[src/rtl/irq_frame_pkg.sv]
package irq_frame_pkg;
  localparam int PC_W        = 19;
  localparam int HA_W        = 16;
  localparam int PSW_W       = 8;
  localparam int FRAME_BYTES = 6;
  localparam int STEP_W      = 3;

  typedef enum logic [2:0] {
    PH_IDLE,
    PH_PUSH,
    PH_VEC,
    PH_POP,
    PH_FIN
  } phase_e;

  // Byte written at push step k (step 0 goes to the highest address).
  function automatic logic [7:0] push_byte(input logic [STEP_W-1:0] k,
                                           input logic [HA_W-1:0]   ha,
                                           input logic [PC_W-1:0]   pc,
                                           input logic [PSW_W-1:0]  psw);
    logic [7:0] b;
    case (k)
      3'd0:    b = ha[15:8];
      3'd1:    b = ha[7:0];
      3'd2:    b = {5'b00000, pc[18:17], pc[0]};
      3'd3:    b = pc[16:9];
      3'd4:    b = pc[8:1];
      default: b = psw;
    endcase
    return b;
  endfunction

  // Frame offset (from the new stack pointer) of push step k.
  function automatic logic [STEP_W-1:0] push_offset(input logic [STEP_W-1:0] k);
    return 3'(FRAME_BYTES - 1) - k;
  endfunction

  // Handler byte address to half-byte program counter.
  function automatic logic [PC_W-1:0] handler_pc(input logic [15:0] h);
    return {2'b00, h, 1'b0};
  endfunction
endpackage

[src/rtl/irq_frame_ctrl.sv]
module irq_frame_ctrl
  import irq_frame_pkg::*;
(
  input  logic              clk,
  input  logic              rst_n,
  input  logic              accept_req,
  input  logic              ret_req,
  output phase_e            phase,
  output logic [STEP_W-1:0] step,
  output logic              ret_mode,
  output logic              start_acc,
  output logic              start_ret,
  output logic              busy,
  output logic              done
);
  localparam logic [STEP_W-1:0] LAST_FRAME = STEP_W'(FRAME_BYTES - 1);
  localparam logic [STEP_W-1:0] LAST_VEC   = STEP_W'(1);

  assign start_acc = (phase == PH_IDLE) && accept_req;
  assign start_ret = (phase == PH_IDLE) && !accept_req && ret_req;
  assign busy      = (phase == PH_PUSH) || (phase == PH_VEC) || (phase == PH_POP);
  assign done      = (phase == PH_FIN);

  always_ff @(posedge clk or negedge rst_n) begin
    if (!rst_n) begin
      phase    <= PH_IDLE;
      step     <= '0;
      ret_mode <= 1'b0;
    end else begin
      case (phase)
        PH_IDLE: begin
          step <= '0;
          if (start_acc) begin
            phase    <= PH_PUSH;
            ret_mode <= 1'b0;
          end else if (start_ret) begin
            phase    <= PH_POP;
            ret_mode <= 1'b1;
          end
        end
        PH_PUSH: begin
          if (step == LAST_FRAME) begin
            phase <= PH_VEC;
            step  <= '0;
          end else begin
            step <= step + 1'b1;
          end
        end
        PH_VEC: begin
          if (step == LAST_VEC) begin
            phase <= PH_FIN;
            step  <= '0;
          end else begin
            step <= step + 1'b1;
          end
        end
        PH_POP: begin
          if (step == LAST_FRAME) begin
            phase <= PH_FIN;
            step  <= '0;
          end else begin
            step <= step + 1'b1;
          end
        end
        default: begin
          phase <= PH_IDLE;
          step  <= '0;
        end
      endcase
    end
  end


  done_pulse_chk: assert property (@(posedge clk) disable iff (!rst_n)
    done |=> !done);


  done_idle_chk: assert property (@(posedge clk) disable iff (!rst_n)
    done |-> !busy);


  busy_no_start_chk: assert property (@(posedge clk) disable iff (!rst_n)
    busy |-> !(start_acc || start_ret));
endmodule

[src/rtl/irq_frame_regs.sv]
module irq_frame_regs
  import irq_frame_pkg::*;
#(
  parameter int SP_W  = 16,
  parameter int SRC_W = 3,
  parameter int LVL_W = 2
) (
  input  logic              clk,
  input  logic              rst_n,
  input  phase_e            phase,
  input  logic [STEP_W-1:0] step,
  input  logic              start_acc,
  input  logic              start_ret,
  input  logic              done,
  input  logic              ret_mode,
  input  logic [SRC_W-1:0]  irq_src,
  input  logic [LVL_W-1:0]  irq_lvl,
  input  logic [SP_W-1:0]   sp_in,
  input  logic [PC_W-1:0]   pc_in,
  input  logic [HA_W-1:0]   ha_in,
  input  logic [PSW_W-1:0]  psw_in,
  input  logic [7:0]        rdata,
  output logic [7:0]        wdata,
  output logic [SRC_W-1:0]  src_q,
  output logic [SP_W-1:0]   sp_q,
  output logic [PC_W-1:0]   pc_q,
  output logic [HA_W-1:0]   ha_q,
  output logic [PSW_W-1:0]  psw_q
);
  localparam logic [SP_W-1:0]   FRAME_SZ   = SP_W'(FRAME_BYTES);
  localparam logic [STEP_W-1:0] LAST_FRAME = STEP_W'(FRAME_BYTES - 1);
  localparam int                IM_TOP     = PSW_W - 1;

  logic [LVL_W-1:0] lvl_q;

  assign wdata = push_byte(step, ha_q, pc_q, psw_q);

  always_ff @(posedge clk or negedge rst_n) begin
    if (!rst_n) begin
      sp_q  <= '0;
      pc_q  <= '0;
      ha_q  <= '0;
      psw_q <= '0;
      src_q <= '0;
      lvl_q <= '0;
    end else if (start_acc) begin
      sp_q  <= sp_in - FRAME_SZ;
      pc_q  <= pc_in;
      ha_q  <= ha_in;
      psw_q <= psw_in;
      src_q <= irq_src;
      lvl_q <= irq_lvl;
    end else if (start_ret) begin
      sp_q <= sp_in;
    end else begin
      case (phase)
        PH_PUSH: begin
          if (step == LAST_FRAME) psw_q[IM_TOP -: LVL_W] <= lvl_q;
        end
        PH_VEC: begin
          if (step == '0) begin
            pc_q[8:1] <= rdata;
            pc_q[0]   <= 1'b0;
          end else begin
            pc_q[16:9]  <= rdata;
            pc_q[18:17] <= 2'b00;
          end
        end
        PH_POP: begin
          case (step)
            3'd0: psw_q <= rdata;
            3'd1: pc_q[8:1] <= rdata;
            3'd2: pc_q[16:9] <= rdata;
            3'd3: begin
              pc_q[18:17] <= rdata[2:1];
              pc_q[0]     <= rdata[0];
            end
            3'd4: ha_q[7:0] <= rdata;
            default: begin
              ha_q[15:8] <= rdata;
              sp_q       <= sp_q + FRAME_SZ;
            end
          endcase
        end
        default: ;
      endcase
    end
  end


  im_loaded_chk: assert property (@(posedge clk) disable iff (!rst_n)
    (done && !ret_mode) |-> (psw_q[IM_TOP -: LVL_W] == lvl_q));


  frame_base_chk: assert property (@(posedge clk) disable iff (!rst_n)
    start_acc |=> (sp_q == $past(sp_in) - FRAME_SZ));
endmodule

[src/rtl/irq_frame_seq.sv]
module irq_frame_seq
  import irq_frame_pkg::*;
#(
  parameter int              SP_W     = 16,
  parameter int              SRC_W    = 3,
  parameter int              LVL_W    = 2,
  parameter logic [SP_W-1:0] VEC_BASE = 16'h4000
) (
  input  logic             clk,
  input  logic             rst_n,
  input  logic             accept_req,
  input  logic             ret_req,
  input  logic [SRC_W-1:0] irq_src,
  input  logic [LVL_W-1:0] irq_lvl,
  input  logic [SP_W-1:0]  sp_in,
  input  logic [18:0]      pc_in,
  input  logic [15:0]      ha_in,
  input  logic [7:0]       psw_in,
  output logic [SP_W-1:0]  mem_addr,
  output logic [7:0]       mem_wdata,
  output logic             mem_we,
  output logic             mem_re,
  input  logic [7:0]       mem_rdata,
  output logic             busy,
  output logic             done,
  output logic [SP_W-1:0]  sp_o,
  output logic [18:0]      pc_o,
  output logic [15:0]      ha_o,
  output logic [7:0]       psw_o
);
  localparam int PAD_W = SP_W - SRC_W - 1;

  phase_e            phase;
  logic [STEP_W-1:0] step;
  logic              ret_mode;
  logic              start_acc;
  logic              start_ret;
  logic [SRC_W-1:0]  src_q;
  logic [SP_W-1:0]   sp_q;
  logic [7:0]        wdata;
  logic [SP_W-1:0]   vec_addr;
  logic              pack_step;

  irq_frame_ctrl u_ctrl (
    .clk        (clk),
    .rst_n      (rst_n),
    .accept_req (accept_req),
    .ret_req    (ret_req),
    .phase      (phase),
    .step       (step),
    .ret_mode   (ret_mode),
    .start_acc  (start_acc),
    .start_ret  (start_ret),
    .busy       (busy),
    .done       (done)
  );

  irq_frame_regs #(
    .SP_W  (SP_W),
    .SRC_W (SRC_W),
    .LVL_W (LVL_W)
  ) u_regs (
    .clk       (clk),
    .rst_n     (rst_n),
    .phase     (phase),
    .step      (step),
    .start_acc (start_acc),
    .start_ret (start_ret),
    .done      (done),
    .ret_mode  (ret_mode),
    .irq_src   (irq_src),
    .irq_lvl   (irq_lvl),
    .sp_in     (sp_in),
    .pc_in     (pc_in),
    .ha_in     (ha_in),
    .psw_in    (psw_in),
    .rdata     (mem_rdata),
    .wdata     (wdata),
    .src_q     (src_q),
    .sp_q      (sp_q),
    .pc_q      (pc_o),
    .ha_q      (ha_o),
    .psw_q     (psw_o)
  );

  assign vec_addr  = VEC_BASE + {{PAD_W{1'b0}}, src_q, 1'b0} + SP_W'(step);
  assign pack_step = mem_we && (step == 3'd2);

  always_comb begin
    mem_we    = 1'b0;
    mem_re    = 1'b0;
    mem_addr  = '0;
    mem_wdata = '0;
    case (phase)
      PH_PUSH: begin
        mem_we    = 1'b1;
        mem_addr  = sp_q + SP_W'(push_offset(step));
        mem_wdata = wdata;
      end
      PH_VEC: begin
        mem_re   = 1'b1;
        mem_addr = vec_addr;
      end
      PH_POP: begin
        mem_re   = 1'b1;
        mem_addr = sp_q + SP_W'(step);
      end
      default: ;
    endcase
  end

  assign sp_o = sp_q;


  port_excl_chk: assert property (@(posedge clk) disable iff (!rst_n)
    !(mem_we && mem_re));


  push_descend_chk: assert property (@(posedge clk) disable iff (!rst_n)
    (mem_we && $past(mem_we)) |-> (mem_addr == $past(mem_addr) - 1'b1));


  read_ascend_chk: assert property (@(posedge clk) disable iff (!rst_n)
    (mem_re && $past(mem_re)) |-> (mem_addr == $past(mem_addr) + 1'b1));


  pack_zero_chk: assert property (@(posedge clk) disable iff (!rst_n)
    pack_step |-> (mem_wdata[7:3] == 5'b00000));
endmodule

[config.mk]
export PLATFORM = sky130hd
export DESIGN_NAME = irq_frame_seq
export DESIGN_NICKNAME = d
export VERILOG_FILES = /design/src/rtl/irq_frame_pkg.sv /design/src/rtl/irq_frame_ctrl.sv /design/src/rtl/irq_frame_regs.sv /design/src/rtl/irq_frame_seq.sv
export SDC_FILE = /design/constraint.sdc
export NUM_CORES = 1
export LEC_CHECK = 0
export ABC_AREA = 1
export BUFFER_PORTS_ARGS = -buffer_cell sky130_fd_sc_hd__buf_2
export CORE_ASPECT_RATIO = 0.7
export CORE_MARGIN = 2
export CORE_UTILIZATION = 45
export DETAILED_ROUTE_END_ITERATION = 8
export HOLD_SLACK_MARGIN = 0.15
export PLACE_DENSITY = 0.77
export SETUP_SLACK_MARGIN = 0.3
export SYNTH_ARGS = -nofsm -noshare
export SYNTH_HDL_FRONTEND = slang
export SYNTH_SLANG_ARGS = --single-unit
[constraint.sdc]
create_clock -name clk -period 2.8 [get_ports clk]
set_input_delay 0.56 -clock clk [delete_from_list [all_inputs] [get_ports clk]]
set_output_delay 0.56 -clock clk [all_outputs]
set_load 0.05 [all_outputs]
==> flow_metrics.tcl <==
set metrics [dict create \
    status "complete, but fails checks" \
    violations "negative setup slack" \
    fin_util_pct 68.5 \
    maxSlewViolCount 0 \
    viasPerCell 5.45 \
    ys_seq_area_share_pct 34.5 \
    fin_nets 1050 \
    cap_violations 0 \
    crit_type "flip-flop to output pin" \
    dr.pass1.iters 6 \
    ys_types 47 \
    worst_pin_slew_ns 0.739 \
    ctsHoldBuffers 0 \
    cts_buffers 9 \
    layout-drive-gt1-share_pct 38.4 \
    synth_cells 754 \
    ff2ff_path_depth 17 \
    drc 0 \
    clockBufferDepth 2 \
    yosys_warnings 0 \
    grt_pass1_vias 5661 \
    synth_commonest_cells "nand2_1 (280), nor2_1 (91), dfrtp_1 (70)" \
    avgSynthCellArea_um2 6.73 \
    synth_fp_nets 845 \
    syn2layout_area_growth_pct 48.6 \
    fmax_ghz 0.318 \
    dieArea_um2 12200 \
    post-route-period-util_pct 112 \
    die_y_um 92.8 \
    antenna_found_initial 0 \
    worstPathRequired_ns 2.24 \
    synth-edff-count 0 \
    cts_tree "built" \
    fin_ws_ns -0.345 \
    worstPathMaxFanout 5 \
    synth_top_area_share_pct 34.5 \
    slew_headroom_pct 50.7 \
    worstSkewPairLatency_ns 0.34 \
    period_minus_slack_ns 3.15 \
    finalSetupViolations 14 \
    hold_viol 0 \
    synthFlopType "dfrtp_1" \
    vias 6083 \
    gr-total-overflow 0 \
    gp_congestion 0.917 \
    cts.clk_slew.worst_paths_ns 0.06 \
    min_path_type "primary input to asynchronous set/reset pin" \
    grt_setup_unrepaired "yes" \
    tns_ns -3.99 \
    numClockSinks 70 \
    cp-start-kind "flip-flop" \
    place_ws_ns -0.0500 \
    synthArstFlopShare_pct 100 \
    grt_max_degree 46 \
    whs_ns 0.280 \
    synthesis.area_um2 5070 \
    r2r_setup_slack_ns 0.40 \
    arrival_ns 2.59 \
    htreeDepth 3 \
    finalWirelength_mm 18.6 \
    grtUsageTotal_pct 30.8 \
    rows 32 \
    yosysTopAreaCell "dfrtp_1" \
    antenna_left 0 \
    start_util_pct 46.1 \
    regToRegStartpoint "u_ctrl.step[0]" \
    cp-end-kind "output pin" \
    r2r-end "u_regs.sp_q[4]" \
    synth_area_leaders "dfrtp_1 (35%), nand2_1 (21%), nor2_1 (6.7%)" \
    n_antenna_cell 0 \
    routedWlPerCell_um 16.6 \
    grt_first_pass_wirelength_mm 29.0 \
    numPortBuffers 162 \
    die_width_um 131 \
    dp_hpwl_mm 12.7 \
    ys_seq_elements 70 \
    fin_skew_ns 0.00546 \
    core_um2 11000 \
    synth.most_common_cell "nand2_1" \
    root_buffer "clkbuf_16" \
    pin_count 163 \
    drtIter0Drc 441 \
]
## flip-flops by register name (all words and copies together) (netlist names)
signal	count
u_regs.sp_q	16
u_regs.psw_q	8
u_regs.ha_q	16
u_regs.src_q	3
u_regs.lvl_q	2
u_ctrl.phase	3
u_regs.pc_q	19
u_ctrl.step	3
## cells by family (layout without fill, tap and decap cells)
family	after synthesis	after routing	synth area share, %
simple gates	452	452	37.4
compound gates	117	117	13.8
buf+inv	89	299	8.38
flops	70	70	34.5
fa+ha+maj	15	15	4.00
xor+xnor	11	11	1.90
## stage by stage
stage,instance area (um^2),cells
5_1_grt,7540,1117
2_1_floorplan,5300,754
3_3_place_gp,6320,1069
6_report,7540,1117
4_1_cts,7320,1107
3_5_place_dp,6320,1069
## cells in the final DEF, fill, tap and decap left out, drive strengths merged
master | Yosys | layout
or2 | 1 | 1
nand4 | 3 | 3
dfrtp | 70 | 70
o211ai | 4 | 4
clkbuf | 2 | 10
a22oi | 1 | 1
fa | 2 | 2
xor2 | 9 | 9
o31ai | 1 | 1
a31oi | 24 | 24
nand3 | 48 | 48
and3 | 2 | 2
a221oi | 3 | 3
buf | 22 | 217
a21o | 1 | 1
ha | 13 | 13
nand2 | 290 | 290
nor4 | 1 | 1
inv | 64 | 65
xnor2 | 2 | 2
nand3b | 2 | 2
nor3 | 7 | 7
clkinvlp | 0 | 1
o21ai | 40 | 40
a211oi | 3 | 3
a22o | 1 | 1
a21oi | 37 | 37
nor2 | 98 | 98
o32ai | 1 | 1
bufinv | 0 | 3
o22ai | 1 | 1
clkinv | 1 | 3
## how the worst max path moves through the flow
stage	startpoint	end	slack (ns)
6_report	u_ctrl.step[1]	mem_addr[14]	-0.35
5_1_grt	u_ctrl.phase[2]	mem_addr[14]	-0.49
4_1_cts	u_ctrl.phase[1]	mem_addr[14]	-0.26
3_5_place_dp	u_ctrl.step[1]	mem_addr[14]	-0.05
3_3_place_gp	u_ctrl.phase[1]	mem_addr[14]	0.03
2_1_floorplan	u_ctrl.phase[1]	mem_addr[10]	-0.43
## worst max-delay path: stages (launching register included)
cell	delay (ns)
dfrtp_1	0.41
inv_2	0.11
ha_4	0.20
nand2_1	0.13
o21ai_4	0.09
ha_4	0.30
nand2_2	0.06
nand2_2	0.07
nand2_2	0.07
nor2_4	0.16
nand2_4	0.11
nor2_4	0.12
nor2_1	0.04
o21ai_1	0.15
nand2_2	0.07
buf_8	0.15
## layout make-up
type                       count  area (um^2)
timing repair inverter         1         7.51
fill                         927         3470
timing repair buffer         217         1470
clock inverter                 6          109
multi-input combinational    595         3500
clock buffer                  10          239
sequential                    70         1750
tap                          153          191
inverter                      65          267
## per-layer routing
| metal | up-vias | GRT usage (%) | wire (um) |
|---|---|---|---|
| met5 | - | 0 | 0 |
| met4 | 0 | 8.95 | 310 |
| met3 | 29 | 7.51 | 1700 |
| met2 | 327 | 45.1 | 8310 |
| met1 | 2870 | 45.1 | 8240 |
| li1 | 2857 | - | - |
## what timing repair did
action	4_1_cts	5_1_grt
setup endpoints to repair	23	37
pin swaps	26	23
hold endpoints to repair	0	0
cloned	2	0
setup buffers	20	10
resized for setup	132	31
Power is left out: the tool's default activity adds up to more than one toggle a clock period on the data nets, which glitch-free logic cannot reach.
